**src/rtl/ipitmr_pkg.sv**
```systemverilog
package ipitmr_pkg;
  localparam int CPU_SLOTS = 4;
  localparam int WORD_W    = 64;

  typedef logic [CPU_SLOTS-1:0] cpu_vec_t;

  // Register select codes seen on reg_sel
  localparam logic [2:0] SEL_CTRL      = 3'd0;
  localparam logic [2:0] SEL_IPI_PEND  = 3'd1;
  localparam logic [2:0] SEL_TMR_PEND  = 3'd2;
  localparam logic [2:0] SEL_IPI_RAISE = 3'd3;

  // Control register field positions
  localparam int F_IPI_REQ = 12;
  localparam int F_IPI_CLR = 8;
  localparam int F_TMR_CLR = 4;
  localparam int F_ACK     = 28;
  localparam int F_MASK    = 0;
endpackage

```
**src/rtl/ipitmr_wdec.sv**
```systemverilog
module ipitmr_wdec
  import ipitmr_pkg::*;
#(
  parameter int N_CPU = 3
) (
  input  logic              wr_en,
  input  logic [2:0]        sel,
  input  logic [WORD_W-1:0] data,
  output cpu_vec_t          ipi_set,
  output cpu_vec_t          ipi_clr,
  output cpu_vec_t          tmr_clr,
  output logic              bad
);
  localparam cpu_vec_t LIVE = cpu_vec_t'((1 << N_CPU) - 1);

  cpu_vec_t req_f, iclr_f, tclr_f, mask_f;
  logic     ack_f;
  logic     unused_hi;

  assign req_f     = data[F_IPI_REQ +: CPU_SLOTS];
  assign iclr_f    = data[F_IPI_CLR +: CPU_SLOTS];
  assign tclr_f    = data[F_TMR_CLR +: CPU_SLOTS];
  assign mask_f    = data[F_MASK    +: CPU_SLOTS];
  assign ack_f     = data[F_ACK];
  assign unused_hi = ^{data[WORD_W-1:F_ACK+1], data[F_ACK-1:F_IPI_REQ+CPU_SLOTS]};

  always_comb begin
    ipi_set = '0;
    ipi_clr = '0;
    tmr_clr = '0;
    bad     = 1'b0;
    if (wr_en) begin
      case (sel)
        SEL_CTRL: begin
          ipi_set = req_f  & LIVE;
          ipi_clr = iclr_f & LIVE;
          tmr_clr = tclr_f & LIVE;
          bad     = ~((|req_f) | (|iclr_f) | (|tclr_f) | ack_f);
        end
        SEL_IPI_PEND: begin
          ipi_clr = mask_f & LIVE;
          bad     = ~(|mask_f);
        end
        SEL_TMR_PEND: begin
          tmr_clr = mask_f & LIVE;
          bad     = ~(|mask_f);
        end
        SEL_IPI_RAISE: begin
          ipi_set = mask_f & LIVE;
          bad     = ~(|mask_f);
        end
        default: bad = 1'b1;
      endcase
    end
  end
endmodule

```
**src/rtl/ipitmr_pend.sv**
```systemverilog
module ipitmr_pend
  import ipitmr_pkg::*;
#(
  parameter int N_CPU    = 3,
  parameter bit SET_LAST = 1'b0,
  parameter bit REPORT   = 1'b1
) (
  input  logic     clk,
  input  logic     rst_n,
  input  cpu_vec_t set_m,
  input  cpu_vec_t clr_m,
  output cpu_vec_t pend,
  output logic     dup_set,
  output logic     stray_clr
);
  localparam cpu_vec_t LIVE = cpu_vec_t'((1 << N_CPU) - 1);

  cpu_vec_t pend_q, pend_d;
  logic     upd;

  assign upd = |(set_m | clr_m);

  generate
    if (SET_LAST) begin : g_set_last
      always_comb pend_d = ((pend_q & ~clr_m) | set_m) & LIVE;
    end else begin : g_clr_last
      always_comb pend_d = ((pend_q | set_m) & ~clr_m) & LIVE;
    end

    if (REPORT) begin : g_report
      always_comb begin
        dup_set   = |(set_m & pend_q);
        stray_clr = |(clr_m & ~(pend_q | set_m));
      end
    end else begin : g_quiet
      always_comb begin
        dup_set   = 1'b0;
        stray_clr = 1'b0;
      end
    end
  endgenerate

  always_ff @(posedge clk or negedge rst_n) begin
    if (!rst_n)   pend_q <= '0;
    else if (upd) pend_q <= pend_d;
  end

  assign pend = pend_q;


  ghost_bits_chk: assert property (@(posedge clk) disable iff (!rst_n)
    (pend_q & ~LIVE) == '0);


  hold_chk: assert property (@(posedge clk) disable iff (!rst_n)
    (set_m == '0 && clr_m == '0) |=> $stable(pend_q));

  generate
    if (SET_LAST) begin : g_chk_set

      set_wins_chk: assert property (@(posedge clk) disable iff (!rst_n)
        (|set_m) |=> ((pend_q & $past(set_m)) == $past(set_m)));
    end else begin : g_chk_clr

      clr_wins_chk: assert property (@(posedge clk) disable iff (!rst_n)
        (|clr_m) |=> ((pend_q & $past(clr_m)) == '0));
    end
  endgenerate
endmodule

```
**src/rtl/ipi_timer_intc.sv**
```systemverilog
module ipi_timer_intc
  import ipitmr_pkg::*;
#(
  parameter int N_CPU = 3
) (
  input  logic              clk,
  input  logic              rst_n,
  input  logic              wr_en,
  input  logic              rd_en,
  input  logic [2:0]        reg_sel,
  input  logic [WORD_W-1:0] wr_data,
  input  logic [1:0]        req_cpu,
  output logic [WORD_W-1:0] rd_data,
  input  logic              tick,
  output logic [3:0]        ipi_irq,
  output logic [3:0]        tmr_irq,
  output logic              warn_pulse,
  output logic              err_pulse
);
  localparam cpu_vec_t LIVE = cpu_vec_t'((1 << N_CPU) - 1);

  cpu_vec_t ipi_set, ipi_clr, tmr_clr, tmr_set;
  cpu_vec_t ipi_pend, tmr_pend;
  logic     bad_wr;
  logic     ipi_dup, ipi_stray, tmr_dup, tmr_stray;
  logic     warn_d, err_d, warn_q, err_q;

  ipitmr_wdec #(.N_CPU(N_CPU)) u_wdec (
    .wr_en   (wr_en),
    .sel     (reg_sel),
    .data    (wr_data),
    .ipi_set (ipi_set),
    .ipi_clr (ipi_clr),
    .tmr_clr (tmr_clr),
    .bad     (bad_wr)
  );

  assign tmr_set = tick ? LIVE : '0;

  ipitmr_pend #(.N_CPU(N_CPU), .SET_LAST(1'b0), .REPORT(1'b1)) u_ipi (
    .clk       (clk),
    .rst_n     (rst_n),
    .set_m     (ipi_set),
    .clr_m     (ipi_clr),
    .pend      (ipi_pend),
    .dup_set   (ipi_dup),
    .stray_clr (ipi_stray)
  );

  ipitmr_pend #(.N_CPU(N_CPU), .SET_LAST(1'b1), .REPORT(1'b0)) u_tmr (
    .clk       (clk),
    .rst_n     (rst_n),
    .set_m     (tmr_set),
    .clr_m     (tmr_clr),
    .pend      (tmr_pend),
    .dup_set   (tmr_dup),
    .stray_clr (tmr_stray)
  );

  always_comb begin
    warn_d = ipi_dup | ipi_stray | tmr_dup | tmr_stray;
    err_d  = bad_wr;
  end

  always_ff @(posedge clk or negedge rst_n) begin
    if (!rst_n) begin
      warn_q <= 1'b0;
      err_q  <= 1'b0;
    end else begin
      warn_q <= warn_d;
      err_q  <= err_d;
    end
  end

  always_comb begin
    rd_data = '0;
    if (rd_en) begin
      case (reg_sel)
        SEL_CTRL: begin
          rd_data[F_IPI_CLR +: CPU_SLOTS] = ipi_pend;
          rd_data[F_TMR_CLR +: CPU_SLOTS] = tmr_pend;
          rd_data[1:0]                    = req_cpu;
        end
        SEL_IPI_PEND: rd_data[F_MASK +: CPU_SLOTS] = ipi_pend;
        SEL_TMR_PEND: rd_data[F_MASK +: CPU_SLOTS] = tmr_pend;
        default:      rd_data = '0;
      endcase
    end
  end

  assign ipi_irq    = ipi_pend;
  assign tmr_irq    = tmr_pend;
  assign warn_pulse = warn_q;
  assign err_pulse  = err_q;


  tick_fill_chk: assert property (@(posedge clk) disable iff (!rst_n)
    tick |=> ((tmr_irq & LIVE) == LIVE));


  quiet_chk: assert property (@(posedge clk) disable iff (!rst_n)
    !wr_en |=> (!err_pulse && !warn_pulse));


  err_frozen_chk: assert property (@(posedge clk) disable iff (!rst_n)
    (wr_en && reg_sel == SEL_CTRL && wr_data[15:4] == '0) |=> $stable(ipi_irq));
endmodule

```
**config.mk**
```make
export PLATFORM = sky130hd
export DESIGN_NAME = ipi_timer_intc
export DESIGN_NICKNAME = d
export VERILOG_FILES = /design/src/rtl/ipitmr_pkg.sv /design/src/rtl/ipitmr_wdec.sv /design/src/rtl/ipitmr_pend.sv /design/src/rtl/ipi_timer_intc.sv
export SDC_FILE = /design/constraint.sdc
export NUM_CORES = 1
export LEC_CHECK = 0
export ABC_AREA = 1
export CORE_ASPECT_RATIO = 0.9
export CORE_MARGIN = 4
export CORE_UTILIZATION = 27
export DETAILED_ROUTE_END_ITERATION = 10
export GPL_TIMING_DRIVEN = 0
export PLACE_DENSITY = 0.95
export SLEW_MARGIN = 20
export SYNTH_ARGS = -nofsm -noshare
export SYNTH_HDL_FRONTEND = slang
export SYNTH_SLANG_ARGS = --single-unit
```
**constraint.sdc**
```tcl
create_clock -name clk -period 1.4 [get_ports clk]
set_input_delay 0.28 -clock clk [delete_from_list [all_inputs] [get_ports clk]]
set_output_delay 0.28 -clock clk [all_outputs]
set_load 0.02 [all_outputs]
```
==> summary.txt <==
YOSYS
----------------------------------------------------------------------------------
Top cell type by total area after synthesis ......................... sky130_fd_sc_hd__buf_4
Sequential-to-total area share from yosys stat ......................       17.96%
Cell types with the largest area share after synthesis .............. sky130_fd_sc_hd__buf_4 (39%), sky130_fd_sc_hd__dfrtp_1 (18%), sky130_fd_sc_hd__nand2_1 (13%)
Most frequent cells after synthesis ................................. sky130_fd_sc_hd__buf_4 (58), sky130_fd_sc_hd__nand2_1 (38), sky130_fd_sc_hd__inv_1 (19), sky130_fd_sc_hd__nor2_1 (14), sky130_fd_sc_hd__nand3_1 (13)
Compound-cell area share of the yosys netlist .......................       4.714%
XOR/XNOR Fraction of Synth Area .....................................           0%
Cell count after synthesis ..........................................          173
Count of different cell masters after synthesis .....................           21
Cell area after synthesis ...........................................     1115 um2
Portion of netlist area occupied by mux cells .......................           0%
Fraction of the mapped netlist area in adder cells ..................           0%
Most numerous cell in the Yosys netlist ............................. sky130_fd_sc_hd__buf_4
Dominant register cell in the synthesized netlist ................... sky130_fd_sc_hd__dfrtp_1
Synth Register Bits .................................................            8
Average size of a mapped cell .......................................    6.444 um2
Yosys synthesis warning count .......................................            0
Top-area cell type share of the netlist area ........................       39.06%
Async S/R FF share, synth ...........................................       100.0%
Main combinational cell family by area after synthesis .............. buffers and inverters
Simple logic cell fraction of the synthesized area ..................       30.64%
Number of synthesized flops with an enable pin ......................            0

PWR
----------------------------------------------------------------------------------
Sequential group share of total power ...............................        23.1%
Logic gate share of total power .....................................        55.2%
Power density of the placed cells ................................... 626.0 nW/um2
Leakage component of the power ......................................     1.223 nW
Switching Fraction ..................................................       39.32%
Total design power ..................................................     1.240 mW
Share of total power in the clock network ...........................        21.7%
P_int ...............................................................    0.7524 mW
Net switching power figure ..........................................    0.4875 mW
VDD IR-drop max .....................................................  0.0005073 V

SETUP PATH
----------------------------------------------------------------------------------
Data required, critical path ........................................      1120 ps
Critical path class .................................................   reg -> out
CP startpoint kind ..................................................    flip-flop
Peak fanout along the critical path .................................            3
Data arrival time of the critical path ..............................      1080 ps
Crit. End Element ...................................................   output pin

CLOCK NETWORK
----------------------------------------------------------------------------------
Total clock sinks ...................................................            8
Later-pin clock latency in the skew report ..........................       220 ps
TritonCTS clock tree ................................................        built
Register clock-pin slew on the reported worst setup and hold paths ..        40 ps
CTS buffer count ....................................................            3
Clock root buffer master ............................................ sky130_fd_sc_hd__clkbuf_8
Count of H-tree levels built during CTS .............................            1
Number of buffers between clock root and the deepest sink ...........            2

LAYOUT
----------------------------------------------------------------------------------
# nets final ........................................................          365
Post-synthesis to final-layout area growth ..........................       77.67%
Final cell count without fillers ....................................          335
Share of post-route cells with drive strength above 1 ...............       37.02%
Utilization after layout ............................................       51.63%
Number of diodes ....................................................            0

FLOW RUN
----------------------------------------------------------------------------------
Number of violations of the max-capacitance limit ...................            0

GRT
----------------------------------------------------------------------------------
Aggregate global-route resource usage ...............................       12.29%
Sum of overflow across all layers after global routing ..............            0
Global-route wire length before repair ..............................     4.926 mm
Pin count of the biggest net entering global routing ................           11
Initial antenna violation count .....................................            0
Via count of the first global-routing pass ..........................         1103

STA
----------------------------------------------------------------------------------
Share of the cycle needed by the critical path after routing ........       97.41%
Post-Route Hold Slack ...............................................     325.0 ps
Top achievable clock speed ..........................................    733.2 MHz
RSZ-0062 raised after global routing ................................         true
Setup Viol. Count Final .............................................            0
Number of max-slew violations in the final report ...................            0
Final Hold Vio Count ................................................            0
Post-route minimum period ...........................................      1364 ps
Worst Clk Skew ......................................................   0.03987 ps

ROUTE
----------------------------------------------------------------------------------
Remaining number of nets flagged by the antenna check after routing .            0
Routed via count divided by cell count ..............................        3.660
WL/cell .............................................................     10.21 um
1st-pass router iterations ..........................................            4
Drc violations ......................................................            0
Sum of routed wire length over all layers ...........................     3.421 mm
DR vias .............................................................         1226
Initial drt markers .................................................           66

DIE
----------------------------------------------------------------------------------
Die span in x .......................................................     75.73 um
Initial standard-cell utilization of the core .......................       29.06%
FP Rows .............................................................           21
Ports placed on the boundary ........................................          148
Placeable core area .................................................     3836 um2
Die outline area ....................................................     5222 um2
Vertical die dimension ..............................................     68.96 um

PLACE
----------------------------------------------------------------------------------
Final estimated routing congestion in global placement ..............       0.8693
Port Buffer Count ...................................................           43
Number of cells in the design after placement .......................          318
Placed wire-length estimate .........................................     2.819 mm

MIN PATH
----------------------------------------------------------------------------------
Classification of the worst-slack hold path .........................  in -> async

STATUS
----------------------------------------------------------------------------------
Run status .......................................................... finished, final reports clean

[layout make-up]
class | instances | area [um2]
multi-input cells | 142 | 656.9
well taps | 46 | 57.56
plain buffers | 58 | 435.4
inverters | 21 | 83.83
clock buffers | 3 | 41.29
repair buffers | 57 | 505.5
flip-flops and latches | 8 | 200.2
fillers | 383 | 1856
[metal layers]
metal / track usage, % / share of wire (%)
met1: 14.30 / 37
met5: 0 / 0
met2: 21.88 / 51
met3: 2.754 / 10
met4: 4.585 / 1.5
[logic make-up (layout without fill, tap and decap cells)]
logic type             count (synthesis)  in the layout
buffers and inverters                 79            139
AND/OR/NAND/NOR                       77             77
AO/OA/AOI/OAI                          8              8
flip-flops                             8              8
other                                  1             57
[worst paths after layout]
path                                 endpoint  depth (start not counted)          start  slack [ps]
worst max-delay path               ipi_irq[0]                          2  u_ipi.pend[0]          40
worst min-delay path                err_pulse                          1          rst_n         320
worst max register to register     warn_pulse                          6  u_ipi.pend[0]         390
worst min register to register  u_tmr.pend[1]                          2  u_tmr.pend[1]         510
max in group asynchronous       u_ipi.pend[1]                          1          rst_n         820
min in group clk                u_tmr.pend[1]                          2  u_tmr.pend[1]         510
[power by group through the flow]
stage	Clock [mW]	Combinational, mW	Sequential, mW
final	0.269	0.684	0.287
after floorplan	0	0.376	0.322
after detailed placement	0	0.618	0.288
after CTS	0.279	0.608	0.288
after global placement	0	0.614	0.288
after global routing	0.289	0.742	0.289
[critical path: stages (launching register included)]
cell	delay, ps
sky130_fd_sc_hd__dfrtp_1	400
sky130_fd_sc_hd__buf_4	140
sky130_fd_sc_hd__dlygate4sd2_1	310
[registers in the layout, indices dropped and copies added, names as in the netlist]
signal      flops
u_tmr.pend      3
u_ipi.pend      3
warn_pulse      1
err_pulse       1
[per-stage QoR]
step	TNS (ps)	cell area (um2)	worst slack (ps)
floorplan	0	1325	91.23
global placement	-10430	1813	-1033
detailed placement	-10490	1813	-1016
CTS	0	1849	4.202
global route	-56.57	1981	-30.71
finish	0	1981	36.20
[layout by cell type, fill, tap and decap left out, drive strengths merged]
master and n:
o221ai 2, buf 84, nand3 13, o21ai 3, nor3 3, o22ai 2, clkbuf 3, dlygate4sd2 9
nand4 3, nand2 41, nor4 1, conb 57, clkdlybuf4s50 20, a21boi 1, dfrtp 8, or2 1
inv 21, nor2 15, dlymetal6s2s 2
[repair_timing]
action                                  in CTS  in global routing
gates resized for setup                     78                 14
hold buffers                                 0                  0
setup buffers                                2                 12
pin swaps                                    2                  5
cloned                                       0                  0
endpoints found under the setup margin      20                 10
Note: power is estimated with default switching activity, not from simulation.
